**src/rtl/eep3_pkg.sv**
```systemverilog
package eep3_pkg;
  localparam int DATA_W = 8;
  localparam int CNT_W  = 4;
  localparam int CNT_MAX = DATA_W;

  typedef enum logic [2:0] {
    ST_IDLE, ST_LOW, ST_HIGH, ST_WAIT, ST_FIN
  } eep3_state_e;

  // Counts beyond the register width collapse to the width.
  function automatic logic [CNT_W-1:0] clamp_count(input logic [CNT_W-1:0] raw);
    return (raw > CNT_W'(CNT_MAX)) ? CNT_W'(CNT_MAX) : raw;
  endfunction

  function automatic logic [7:0] ctrl_pack(input logic wfr, input logic busy,
                                           input logic rel, input logic rd,
                                           input logic [CNT_W-1:0] cnt);
    return {wfr, busy, rel, rd, cnt};
  endfunction
endpackage

```
**src/rtl/eep3_div.sv**
```systemverilog
module eep3_div #(
  parameter int HALF_DIV = 2
) (
  input  logic clk,
  input  logic rst_n,
  input  logic run,
  output logic tick
);
  localparam int CW = $clog2(HALF_DIV + 1);
  logic [CW-1:0] cnt_q;

  assign tick = run && (cnt_q == CW'(HALF_DIV - 1));

  always_ff @(posedge clk or negedge rst_n) begin
    if (!rst_n)          cnt_q <= '0;
    else if (!run || tick) cnt_q <= '0;
    else                 cnt_q <= cnt_q + 1'b1;
  end

  AST_DIV_BOUND: assert property (@(posedge clk) disable iff (!rst_n)
    cnt_q < CW'(HALF_DIV));
endmodule

```
**src/rtl/eep3_shreg.sv**
```systemverilog
module eep3_shreg #(
  parameter int W = 8
) (
  input  logic         clk,
  input  logic         rst_n,
  input  logic         load,
  input  logic [W-1:0] load_val,
  input  logic         shift,
  input  logic         shift_in,
  output logic [W-1:0] q
);
  always_ff @(posedge clk or negedge rst_n) begin
    if (!rst_n)     q <= '0;
    else if (load)  q <= load_val;
    else if (shift) q <= {q[W-2:0], shift_in};
  end

  AST_LOAD_SHIFT_EXCL: assert property (@(posedge clk) disable iff (!rst_n)
    !(load && shift));
endmodule

```
**src/rtl/eep3_master.sv**
```systemverilog
module eep3_master
  import eep3_pkg::*;
#(
  parameter int HALF_DIV = 2
) (
  input  logic       clk,
  input  logic       rst_n,
  input  logic       reg_wr,
  input  logic       reg_addr,
  input  logic [7:0] reg_wdata,
  output logic [7:0] reg_rdata,
  output logic       sclk,
  output logic       sd_out,
  output logic       sd_oe,
  input  logic       sd_in,
  output logic       irq
);
  eep3_state_e state_q;
  logic [CNT_W-1:0] cnt_q, left_q;
  logic wfr_q, rel_q, rd_q;
  logic sclk_q, sd_out_q, oe_q, irq_q, sd_in_q;
  logic [DATA_W-1:0] data_q;
  logic tick, busy;

  // Named events
  logic start_cmd, data_load, rise_ev, fall_ev, last_rise, bits_done;
  logic ready_seen, end_ev, hold_ready;
  logic [CNT_W-1:0] new_cnt;

  assign busy       = (state_q != ST_IDLE);
  assign new_cnt    = clamp_count(reg_wdata[3:0]);
  assign start_cmd  = reg_wr && reg_addr && !busy;
  assign data_load  = reg_wr && !reg_addr && !busy;
  assign rise_ev    = (state_q == ST_LOW) && tick;
  assign fall_ev    = (state_q == ST_HIGH) && tick;
  assign last_rise  = rise_ev && (left_q == CNT_W'(1));
  assign bits_done  = (fall_ev && (left_q == '0)) || (state_q == ST_FIN);
  assign hold_ready = wfr_q && rel_q;
  assign ready_seen = (state_q == ST_WAIT) && sd_in && !sd_in_q;
  assign end_ev     = (bits_done && !hold_ready) || ready_seen;

  eep3_div #(.HALF_DIV(HALF_DIV)) u_div (
    .clk(clk), .rst_n(rst_n),
    .run((state_q == ST_LOW) || (state_q == ST_HIGH)),
    .tick(tick)
  );

  eep3_shreg #(.W(DATA_W)) u_data (
    .clk(clk), .rst_n(rst_n),
    .load(data_load), .load_val(reg_wdata),
    .shift(rise_ev), .shift_in(rd_q ? sd_in : 1'b0),
    .q(data_q)
  );

  always_ff @(posedge clk or negedge rst_n) begin
    if (!rst_n) begin
      state_q  <= ST_IDLE;
      cnt_q    <= '0;
      left_q   <= '0;
      wfr_q    <= 1'b0;
      rel_q    <= 1'b0;
      rd_q     <= 1'b0;
      sclk_q   <= 1'b0;
      sd_out_q <= 1'b0;
      oe_q     <= 1'b1;
      irq_q    <= 1'b0;
      sd_in_q  <= 1'b0;
    end else begin
      sd_in_q <= sd_in;
      irq_q   <= end_ev;
      if (start_cmd) begin
        wfr_q    <= reg_wdata[7];
        rel_q    <= reg_wdata[5];
        rd_q     <= reg_wdata[4];
        cnt_q    <= new_cnt;
        left_q   <= new_cnt;
        sd_out_q <= data_q[DATA_W-1];
        if (new_cnt == '0) begin
          state_q <= ST_FIN;
          oe_q    <= !reg_wdata[5];
        end else begin
          state_q <= ST_LOW;
          oe_q    <= !reg_wdata[4];
        end
      end else begin
        if (rise_ev) begin
          sclk_q  <= 1'b1;
          left_q  <= left_q - 1'b1;
          state_q <= ST_HIGH;
        end
        if (last_rise) oe_q <= !rel_q;
        if (fall_ev) begin
          sclk_q <= 1'b0;
          if (left_q != '0) begin
            sd_out_q <= data_q[DATA_W-1];
            state_q  <= ST_LOW;
          end
        end
        if (bits_done) state_q <= hold_ready ? ST_WAIT : ST_IDLE;
        if (ready_seen) state_q <= ST_IDLE;
      end
    end
  end

  assign sclk      = sclk_q;
  assign sd_out    = sd_out_q;
  assign sd_oe     = oe_q;
  assign irq       = irq_q;
  assign reg_rdata = reg_addr ? ctrl_pack(wfr_q, busy, rel_q, rd_q, cnt_q) : data_q;

  AST_SCLK_IDLE_LOW: assert property (@(posedge clk) disable iff (!rst_n)
    !busy |-> !sclk);
  AST_CNT_CLAMPED: assert property (@(posedge clk) disable iff (!rst_n)
    cnt_q <= CNT_W'(CNT_MAX));
  AST_SDOUT_HELD_HIGH: assert property (@(posedge clk) disable iff (!rst_n)
    (sclk && $past(sclk)) |-> $stable(sd_out));
  AST_RELEASE_AFTER_LAST: assert property (@(posedge clk) disable iff (!rst_n)
    last_rise |=> (sd_oe == !rel_q));
  AST_IRQ_ONE_CYCLE: assert property (@(posedge clk) disable iff (!rst_n)
    irq |=> !irq);
  AST_IRQ_ON_BUSY_FALL: assert property (@(posedge clk) disable iff (!rst_n)
    irq |-> (!busy && $past(busy)));
  AST_BUSY_WRITE_IGNORED: assert property (@(posedge clk) disable iff (!rst_n)
    (busy && reg_wr && reg_addr) |=> $stable(cnt_q));
  AST_WAIT_NEEDS_RELEASE: assert property (@(posedge clk) disable iff (!rst_n)
    (state_q == ST_WAIT) |-> rel_q);
endmodule

```
**config.mk**
```make
export PLATFORM = sky130hd
export DESIGN_NAME = eep3_master
export DESIGN_NICKNAME = d
export VERILOG_FILES = /design/src/rtl/eep3_pkg.sv /design/src/rtl/eep3_div.sv /design/src/rtl/eep3_shreg.sv /design/src/rtl/eep3_master.sv
export SDC_FILE = /design/constraint.sdc
export NUM_CORES = 1
export LEC_CHECK = 0
export BUFFER_PORTS_ARGS = -buffer_cell sky130_fd_sc_hd__clkbuf_2
export CAP_MARGIN = 20
export CORE_UTILIZATION = 27
export DETAILED_ROUTE_END_ITERATION = 10
export HOLD_SLACK_MARGIN = 0.06
export PLACE_DENSITY = 0.45
export SLEW_MARGIN = 20
export SYNTH_ARGS = -nofsm -noshare
export SYNTH_HDL_FRONTEND = slang
export SYNTH_SLANG_ARGS = --single-unit
```
**constraint.sdc**
```tcl
create_clock -name clk -period 2.7 [get_ports clk]
set_input_delay 0.27 -clock clk [delete_from_list [all_inputs] [get_ports clk]]
set_output_delay 0.27 -clock clk [all_outputs]
set_load 0.01 [all_outputs]
```
==> out/results.ini, run 1 <==
[cts]
clkTransAtPathRegs_ns=0.06
cts_tree=done
clk_latency_ns=0.27
cts_max_level=2
root_buffer=clkbuf_8
hold_buffers=0
cts_setup_buffers=0
cts_resized=0
cts_buffers=5
clk_path_buf_depth=2
cts.sinks=29

[floorplan]
die_y_um=77.25
die_x_um=77.25
fp.dieArea_mm2=0.005968
start_util=0.2794
fp-row-count=27
core_mm2=0.005473
ios=25

[placed_design]
dp.cells=247
routabilityCongestion=0.8009
hpwl_um=2667
port_buffers=24

[logic_synthesis]
synthesis.nets=175
synth_top_area_frac=0.4583
ys_seq_area_frac=0.4755
synth_cell_types=37
synthArstFlopShare=1.000
ys_seq_elements=29
avgSynthCellArea_um2=9.616
synth_edf_count=0
syn_area_mm2=0.001529
synth_cells=159
yosys_warnings=0
synth_flop_cell=dfrtp_1
yosys-top-cells-area=dfrtp_1 (46%), nand2_1 (9.1%), mux2_2 (5.9%), a22oi_1 (3.4%), o21ai_0 (2.9%)
yosys.area.top_type=dfrtp_1

[finish]
final-instance-count-excl-fill=255
multi_input_area_um2=708.2
n_antenna_cell=0
layout-drive-gt1-share=0.2459
fillerInstances=597
final_nets=198
regArea_um2=726.9
syn2layout_area_growth_pct=16.69

[critical_path]
rrSetupSlack_ns=0.72
worstRegToRegCells=4
worstSetupPathType=reg2reg
crit_arrival_ns=2.20
cp-end-kind=flip-flop
max_stage_delay_ns=0.53
slowest_stage=dfrtp_1
path_buf_inv=0
crit_family=simple AND/OR/NAND/NOR gates
r2r-start=state_q[2]
critPathLaunchType=flip-flop
crit_fanout=11
crit_required_ns=2.91
path_cells=nor3_4 -> nand3_1 -> nor3b_1 -> a221o_1
timing.rr.end=left_q[1]

[routing]
remaining_drc_errors=0
wl_per_cell_um=14.49
ant_nets=0
wl_met1_um=1765
dr_wl_met2_um=1749
wl_met3_um=144
top_layer=met4
dr.pass1.iters=6
drtIter0Drc=53
vias=1225
wirelength_um=3695
vias_per_cell=4.804

[power_and_ir_drop]
fin_total_pwr_mw=1.915
power_density_mw_per_mm2=1073
p_leak_nw=0.8598
peakVddDrop_mv=0.3688

[hold_path]
hold_class=in2async

[sta]
hold_viol=0
skew_ns=0.005921
relSlewSlack=0.4915
period_share=0.7345
setup_viol=0
fin_worst_hold_slack_ns=0.05761
tns_ns=0
max_freq_mhz=504.2
slew_violations=0
worstMarginPinSlew_ns=0.7628
rsz0062_at_grt=no
fin_crit_ns=1.983

[global_routing]
grt_usage=0.1389
grt_max_degree=30
grt_overflow=0
grt_pass1_vias=1312
grt_first_pass_wirelength_um=6361
antenna_found_initial=0

[status]
status=complete, no violations

[job]
drv_cap=0

## sequential cells by signal, indices dropped and copies added, names as in the netlist, 2 cells and up
name / cells
cnt_q: 4
left_q: 4
state_q: 3
u_data.q: 8
u_div.cnt_q: 2
## where the power goes
| group | total [mW] | switching, mW | internal (mW) |
|---|---|---|---|
| clock | 0.390 | 0.160 | 0.230 |
| combinational | 0.732 | 0.396 | 0.336 |
| sequential | 0.793 | 0.171 | 0.622 |
## cells in the mapped netlist (2+ instances only)
library cell / n
inv_1: 8
a21o_1: 2
nor3b_1: 2
o21ai_0: 9
buf_6: 2
a32oi_1: 2
o21ai_1: 2
nand2_1: 37
and3_1: 2
nand3_1: 2
buf_2: 3
nor2b_1: 2
nor2_1: 11
dfrtp_1: 28
a21oi_1: 5
mux2i_1: 3
a221o_1: 2
mux2_2: 8
ha_1: 3
buf_4: 3
a22oi_1: 7
## metrics by stage
stage / util / cell area, um^2 / setup WS (ns)
after floorplan: - / 1529 / 1.198
after global placement: 0.3075 / 1683 / 0.7928
after detailed placement: 0.3075 / 1683 / 0.7185
after CTS: 0.3260 / 1784 / 0.7229
after global routing: 0.3260 / 1784 / 0.5500
final: 0.3260 / 1784 / 0.7168
## final cells by class
cell class | instances | area share
Clock inverter | 1 | 0.002805
Multi-Input combinational cell | 113 | 0.3969
Sequential cell | 29 | 0.4074
Inverter | 8 | 0.01683
Clock buffer | 7 | 0.05400
Timing Repair Buffer | 25 | 0.07153
Tap cell | 72 | 0.05049
## worst max-delay path by stage
stage / from / slack, ns / cells past startpoint / end
2_1_floorplan: u_div.cnt_q[0] / 1.20 / 5 / left_q[1]
3_3_place_gp: state_q[2] / 0.79 / 4 / left_q[1]
3_5_place_dp: state_q[2] / 0.72 / 4 / left_q[1]
4_1_cts: state_q[2] / 0.72 / 4 / left_q[1]
5_1_grt: state_q[2] / 0.55 / 4 / left_q[1]
6_report: state_q[2] / 0.72 / 4 / left_q[1]
## cell usage in the layout, fill, tap and decap left out, types with 2 or more instances in the layout
| master | instances |
|---|---|
| inv_1 | 8 |
| a21oi_1 | 5 |
| nor2b_1 | 2 |
| nor3b_1 | 2 |
| and3_1 | 2 |
| ha_1 | 3 |
| nor2_1 | 11 |
| mux2i_1 | 3 |
| clkbuf_8 | 7 |
| nand2_1 | 37 |
| dfrtp_1 | 28 |
| a21o_1 | 2 |
| mux2_2 | 8 |
| a22oi_1 | 7 |
| o21ai_1 | 2 |
| clkbuf_2 | 24 |
| o21ai_0 | 9 |
| a32oi_1 | 2 |
| nand3_1 | 2 |
| a221o_1 | 2 |
## metal layers
layer / vias up / GRT usage
met2: 29 / 0.2265
met3: 4 / 0.04167
met1: 597 / 0.1705
met4: 0 / 0.05472
li1: 595 / -
met5: - / 0
## cells by family (layout without fill, tap and decap cells)
logic type                 count (synthesis)  after routing  synth area share
DFF                                       29             29            0.4755
muxes                                     11             11           0.07856
xor gates and xnor gates                   1              1          0.005729
adders and majority gates                  3              3           0.02455
buffers and inverters                     17             41           0.06137
AOI/OAI and AO/OA                         34             34            0.1498
and+or+nand+nor                           64             64            0.2046
Power figures use the tool's default switching activity.
==> run 2, diff against run 1 <==
- clock period: 2.7 -> 1.87 ns (I/O delays scaled with it)
==> run 2 against run 1 <==
Net effect: flip-flop and latch count unchanged; non-clock buffer count up 5; cell area up 1.6%; clock skew down 0.0012 ns; worst setup slack worse by 0.55 ns; sequential power up 45%; utilization up 0.53 points; die area unchanged; fmax up 17%; hold slack better by 0.022 ns; sequential share of layout area down 0.65 points; largest power group unchanged.
==> out/results.ini, run 2 (synthesis gave the netlist of run 1 again) <==
[placed_design]
place_area_mm2=0.001713  ; +1.8%
pre_cts_ws_ns=0.1433  ; -0.5753 ns
port_buffers=24  ; unchanged
dp.cells=251  ; +1.6%
routabilityCongestion=0.7593  ; -5.2%
hpwl_um=2634  ; -1.2%

[floorplan]
fp.dieArea_mm2=0.005968  ; unchanged
die_y_um=77.25  ; unchanged
start_util=0.2794  ; unchanged
die_x_um=77.25  ; unchanged
core_mm2=0.005473  ; unchanged
ios=25  ; unchanged
fp-row-count=27  ; unchanged

[cts]
cts_max_level=2  ; unchanged
cts.sinks=29  ; unchanged
clk_latency_ns=0.28  ; about the same
clkTransAtPathRegs_ns=0.06  ; about the same
cts_resized=0  ; unchanged
cts_setup_buffers=0  ; unchanged
cts_tree=done
cts_buffers=5  ; unchanged
root_buffer=clkbuf_8
hold_buffers=1  ; +1
clk_path_buf_depth=2  ; unchanged

[power_and_ir_drop]
fin_total_pwr_mw=2.748  ; +43%
p_leak_nw=0.8752  ; +1.8%
peakVddDrop_mv=0.4859  ; +32%
power_density_mw_per_mm2=1516  ; +41%

[finish]
finalInstanceArea_mm2=0.001813  ; +1.6%
final_cell_mix=nand2_1 (37), dfrtp_1 (28), clkbuf_2 (24)
fillerInstances=591  ; -1.0%
final_util=0.3313  ; +0.005259
final-instance-count-excl-fill=260  ; +2.0%
final_nets=203  ; +2.5%
final_common_cell=nand2_1
top_regs=u_data.q x8, cnt_q x4, left_q x4
top_register=u_data.q
n_antenna_cell=0  ; unchanged
layout-drive-gt1-share=0.2500  ; +0.004098
syn2layout_area_growth_pct=18.58
largest_reg_flops=8  ; unchanged

[critical_path]
path_cells=nor3_4 -> and3_1 -> a31oi_1 -> mux2_2
max_stage_delay_ns=0.59  ; +0.06 ns
crit_family=flip-flops
crit_fanout=11  ; unchanged
r2r-start=state_q[2]
timing.rr.end=sd_out
worstSetupPathType=reg2reg
crit_required_ns=2.03  ; -0.88 ns
critPathLaunchType=flip-flop
slowest_stage=dfrtp_1
worstRegToRegCells=4  ; unchanged
crit_arrival_ns=1.86  ; -0.34 ns
path_buf_inv=0  ; unchanged
cp-end-kind=flip-flop
rrSetupSlack_ns=0.17  ; -0.55 ns

[sta]
slew_violations=0  ; unchanged
skew_ns=0.004704  ; -0.001218 ns
fin_worst_hold_slack_ns=0.07919  ; +0.02158 ns
hold_viol=0  ; unchanged
worstMarginPinSlew_ns=0.7477  ; -0.01506 ns
rsz0062_at_grt=no
fin_ws_ns=0.1703  ; -0.5465 ns
tns_ns=0  ; unchanged
max_freq_mhz=588.3  ; +17%
period_share=0.9089  ; +0.1744
fin_crit_ns=1.700  ; -0.2835 ns
setup_viol=0  ; unchanged
relSlewSlack=0.5015  ; +0.01004

[global_routing]
grt_overflow=0  ; unchanged
grt_usage=0.1374  ; -0.001439
grt_max_degree=30  ; unchanged
grt_first_pass_wirelength_um=6223  ; -2.2%
grt_pass1_vias=1278  ; -2.6%
antenna_found_initial=0  ; unchanged

[routing]
remaining_drc_errors=0  ; unchanged
vias_per_cell=4.773  ; -0.64%
wirelength_um=3601  ; -2.5%
wl_per_cell_um=13.85  ; -4.4%
vias=1241  ; +1.3%
drtIter0Drc=45  ; -15%
ant_nets=0  ; unchanged
dr.pass1.iters=4  ; -2

[hold_path]
hold_class=in2reg
hold_end=sd_in_q
worstHoldStart=sd_in
holdPathStages=1

[job]
drv_cap=0  ; unchanged

[status]
status=complete, no violations

-- run 2: worst register-to-register path, cell delays in order, from the launching register on --
cell and delay [ns]:
dfrtp_1 0.59, nor3_4 0.10, and3_1 0.29, a31oi_1 0.24, mux2_2 0.36
-- run 2: worst max path at each step --
stage	slack [ns]	start	depth (start not counted)	to
2_1_floorplan	0.37	u_div.cnt_q[0]	5	left_q[1]
3_3_place_gp	0.19	state_q[1]	4	sd_out
3_5_place_dp	0.14	state_q[2]	4	sd_out
4_1_cts	0.13	state_q[2]	4	sd_out
5_1_grt	0.04	u_div.cnt_q[1]	6	left_q[3]
6_report	0.17	state_q[2]	4	sd_out
-- run 2: report_power, final --
part           switching, mW  internal (mW)  total (mW)
Combinational          0.564          0.511        1.08
Clock                  0.229          0.299       0.528
Sequential             0.247          0.898        1.15
Total                   1.04           1.71        2.75
-- run 2: routing by layer --
layer  GRT usage  up-vias  wire length, um
met5           0        -                0
met4     0.06981        0               89
met3     0.03214        9              122
met2      0.2168       28             1757
met1      0.1743      602             1632
li1            -      602                -
-- run 2: final cells by class --
type / instances / area (um^2) / share of cell area
well taps: 72 / 90.09 / 0.04969
flip-flops and latches: 29 / 726.9 / 0.4010
clock buffers: 8 / 90.09 / 0.04969
multi-input cells: 113 / 708.2 / 0.3906
inverters: 8 / 30.03 / 0.01656
repair buffers: 30 / 167.7 / 0.09248
==> run 3, diff against run 2 <==
- GPL_TIMING_DRIVEN: unset -> 0
- RECOVER_POWER: unset -> 100
==> run 3 against run 2 <==
Net effect: non-clock buffer count increased by 4; via count shrank 1.2%; clock-buffer cell count did not move; final cell count up 1.5%; sequential power is 6% lower; critical endpoint is now left_q[0]; largest cell class unchanged.
==> out/results.ini, run 3 (synthesis gave the netlist of run 1 again) <==
[sta]
max_freq_mhz=580.8  ; -1.3%
tns_ns=0  ; unchanged
skew_ns=0.006795  ; +0.002092 ns
rsz0062_at_grt=no
worstMarginPinSlew_ns=0.7542  ; +0.006487 ns
slew_violations=0  ; unchanged
fin_crit_ns=1.722  ; +0.02210 ns
setup_viol=0  ; unchanged
relSlewSlack=0.4925  ; -0.008962
period_share=0.9208  ; +0.01182
hold_viol=0  ; unchanged
fin_ws_ns=0.1482  ; -0.02210 ns

[global_routing]
antenna_found_initial=0  ; unchanged
grt_overflow=0  ; unchanged
grt_usage=0.1366  ; -0.0008615
grt_max_degree=30  ; unchanged
grt_first_pass_wirelength_um=6244  ; +0.34%
grt_pass1_vias=1274  ; -0.31%

[routing]
ant_nets=0  ; unchanged
vias=1226  ; -1.2%
wirelength_um=3702  ; +2.8%
dr.pass1.iters=4  ; unchanged
remaining_drc_errors=0  ; unchanged
drtIter0Drc=40  ; -11%
wl_per_cell_um=14.02  ; +1.2%
vias_per_cell=4.644  ; -2.7%

[status]
status=complete, no violations

[cts]
cts_setup_buffers=0  ; unchanged
clk_latency_ns=0.28  ; about the same
clk_path_buf_depth=2  ; unchanged
cts_buffers=5  ; unchanged
cts_max_level=2  ; unchanged
clkTransAtPathRegs_ns=0.06  ; about the same
cts.sinks=29  ; unchanged
cts_tree=done
root_buffer=clkbuf_8

[placed_design]
hpwl_um=2640  ; +0.22%
port_buffers=24  ; unchanged
pre_cts_ws_ns=0.1481  ; +0.004822 ns
routabilityCongestion=0.7561  ; -0.42%

[critical_path]
crit_start=state_q[0]
slowest_stage=dfrtp_1
path_cells=buf_4 -> nor3_4 -> and3_1 -> clkbuf_2 -> o21ai_0 -> a21o_1
worstSetupPathType=reg2reg
r2r-start=state_q[0]
crit_fanout=10  ; -1
max_stage_delay_ns=0.36  ; -0.23 ns
critPathLaunchType=flip-flop
crit_required_ns=2.05  ; +0.02 ns
crit_arrival_ns=1.90  ; +0.04 ns
cp-end-kind=flip-flop

[power_and_ir_drop]
p_leak_nw=0.8465  ; -3.3%
power_density_mw_per_mm2=1492  ; -1.6%
peakVddDrop_mv=0.4836  ; -0.48%
fin_total_pwr_mw=2.685  ; -2.3%

[hold_path]
worstHoldStart=sd_in
hold_class=in2reg

[floorplan]
ios=25  ; unchanged
die_y_um=77.25  ; unchanged
fp.dieArea_mm2=0.005968  ; unchanged
die_x_um=77.25  ; unchanged
fp-row-count=27  ; unchanged
start_util=0.2794  ; unchanged
core_mm2=0.005473  ; unchanged

[finish]
n_antenna_cell=0  ; unchanged
final_util=0.3288  ; -0.002515
syn2layout_area_growth_pct=17.68
final_cell_mix=nand2_1 (37), dfrtp_1 (28), clkbuf_1 (16)
top_register=u_data.q
final_nets=207  ; +2.0%
largest_reg_flops=8  ; unchanged
final_common_cell=nand2_1
layout-drive-gt1-share=0.1875  ; -0.06250
top_regs=u_data.q x8, cnt_q x4, left_q x4
fillerInstances=605  ; +2.4%

[job]
drv_cap=0  ; unchanged

-- run 3: changes by cell type in the layout (fill, tap and decap cells not counted), sizes merged --
cell,delta
clkbuf,+2
buf,+2
-- run 3: timing repair --
action | 4_1_cts | 5_1_grt
hold endpoints to repair | 28 | 0
gates resized for setup | 0 | 0
hold buffers | 1 | 0
-- run 3: worst paths after layout --
path                             endpoint  slack, ns  depth (start not counted)
hold reg to reg            u_div.cnt_q[0]       0.43                          1
max in group asynchronous     u_data.q[7]       0.88                          2
min in group asynchronous  u_div.cnt_q[0]       0.51                          2
hold / removal                    sd_in_q       0.10                          1
setup reg to reg                left_q[0]       0.15                          6
setup / recovery                left_q[0]       0.15                          6
-- run 3: layout make-up --
| class | instances | area, um^2 | area share |
|---|---|---|---|
| Tap cell | 72 | 90.09 | 0.05007 |
| Clock buffer | 8 | 80.08 | 0.04451 |
| Inverter | 8 | 30.03 | 0.01669 |
| Multi-Input combinational cell | 113 | 693.2 | 0.3853 |
| Timing Repair Buffer | 25 | 115.1 | 0.06398 |
| Buffer | 9 | 63.81 | 0.03547 |
| Sequential cell | 29 | 726.9 | 0.4040 |
-- run 3: stage by stage --
step | area (um^2) | std cells | hold WS [ns]
after floorplan | 1529 | 159 | -0.1086
after global placement | 1739 | 255 | 0.2894
after detailed placement | 1739 | 255 | 0.3006
after CTS | 1829 | 264 | 0.06263
after global routing | 1799 | 264 | 0.09209
final | 1799 | 264 | 0.1041
-- run 3: report_power, final --
part / internal, mW / total (mW) / leakage (nW) / switching [mW]
sequential: 0.899 / 1.08 / 0.363 / 0.183
clock: 0.264 / 0.489 / 0.0395 / 0.225
combinational: 0.483 / 1.11 / 0.444 / 0.630
-- run 3: metal layers --
layer,share of wire,wire length [um],GRT usage,vias up
met5,0,0,0,-
met1,0.49,1796,0.1747,573
met4,0.014,51,0.06038,0
met3,0.046,169,0.03690,6
li1,-,-,-,615
met2,0.45,1684,0.2142,32
-- run 3: worst max-delay path: cells and delay by family, from the launching register on --
family,cells,cell delay (ns)
flops,1,0.36
compound gates,2,0.30
simple gates,2,0.53
buf+inv,2,0.44
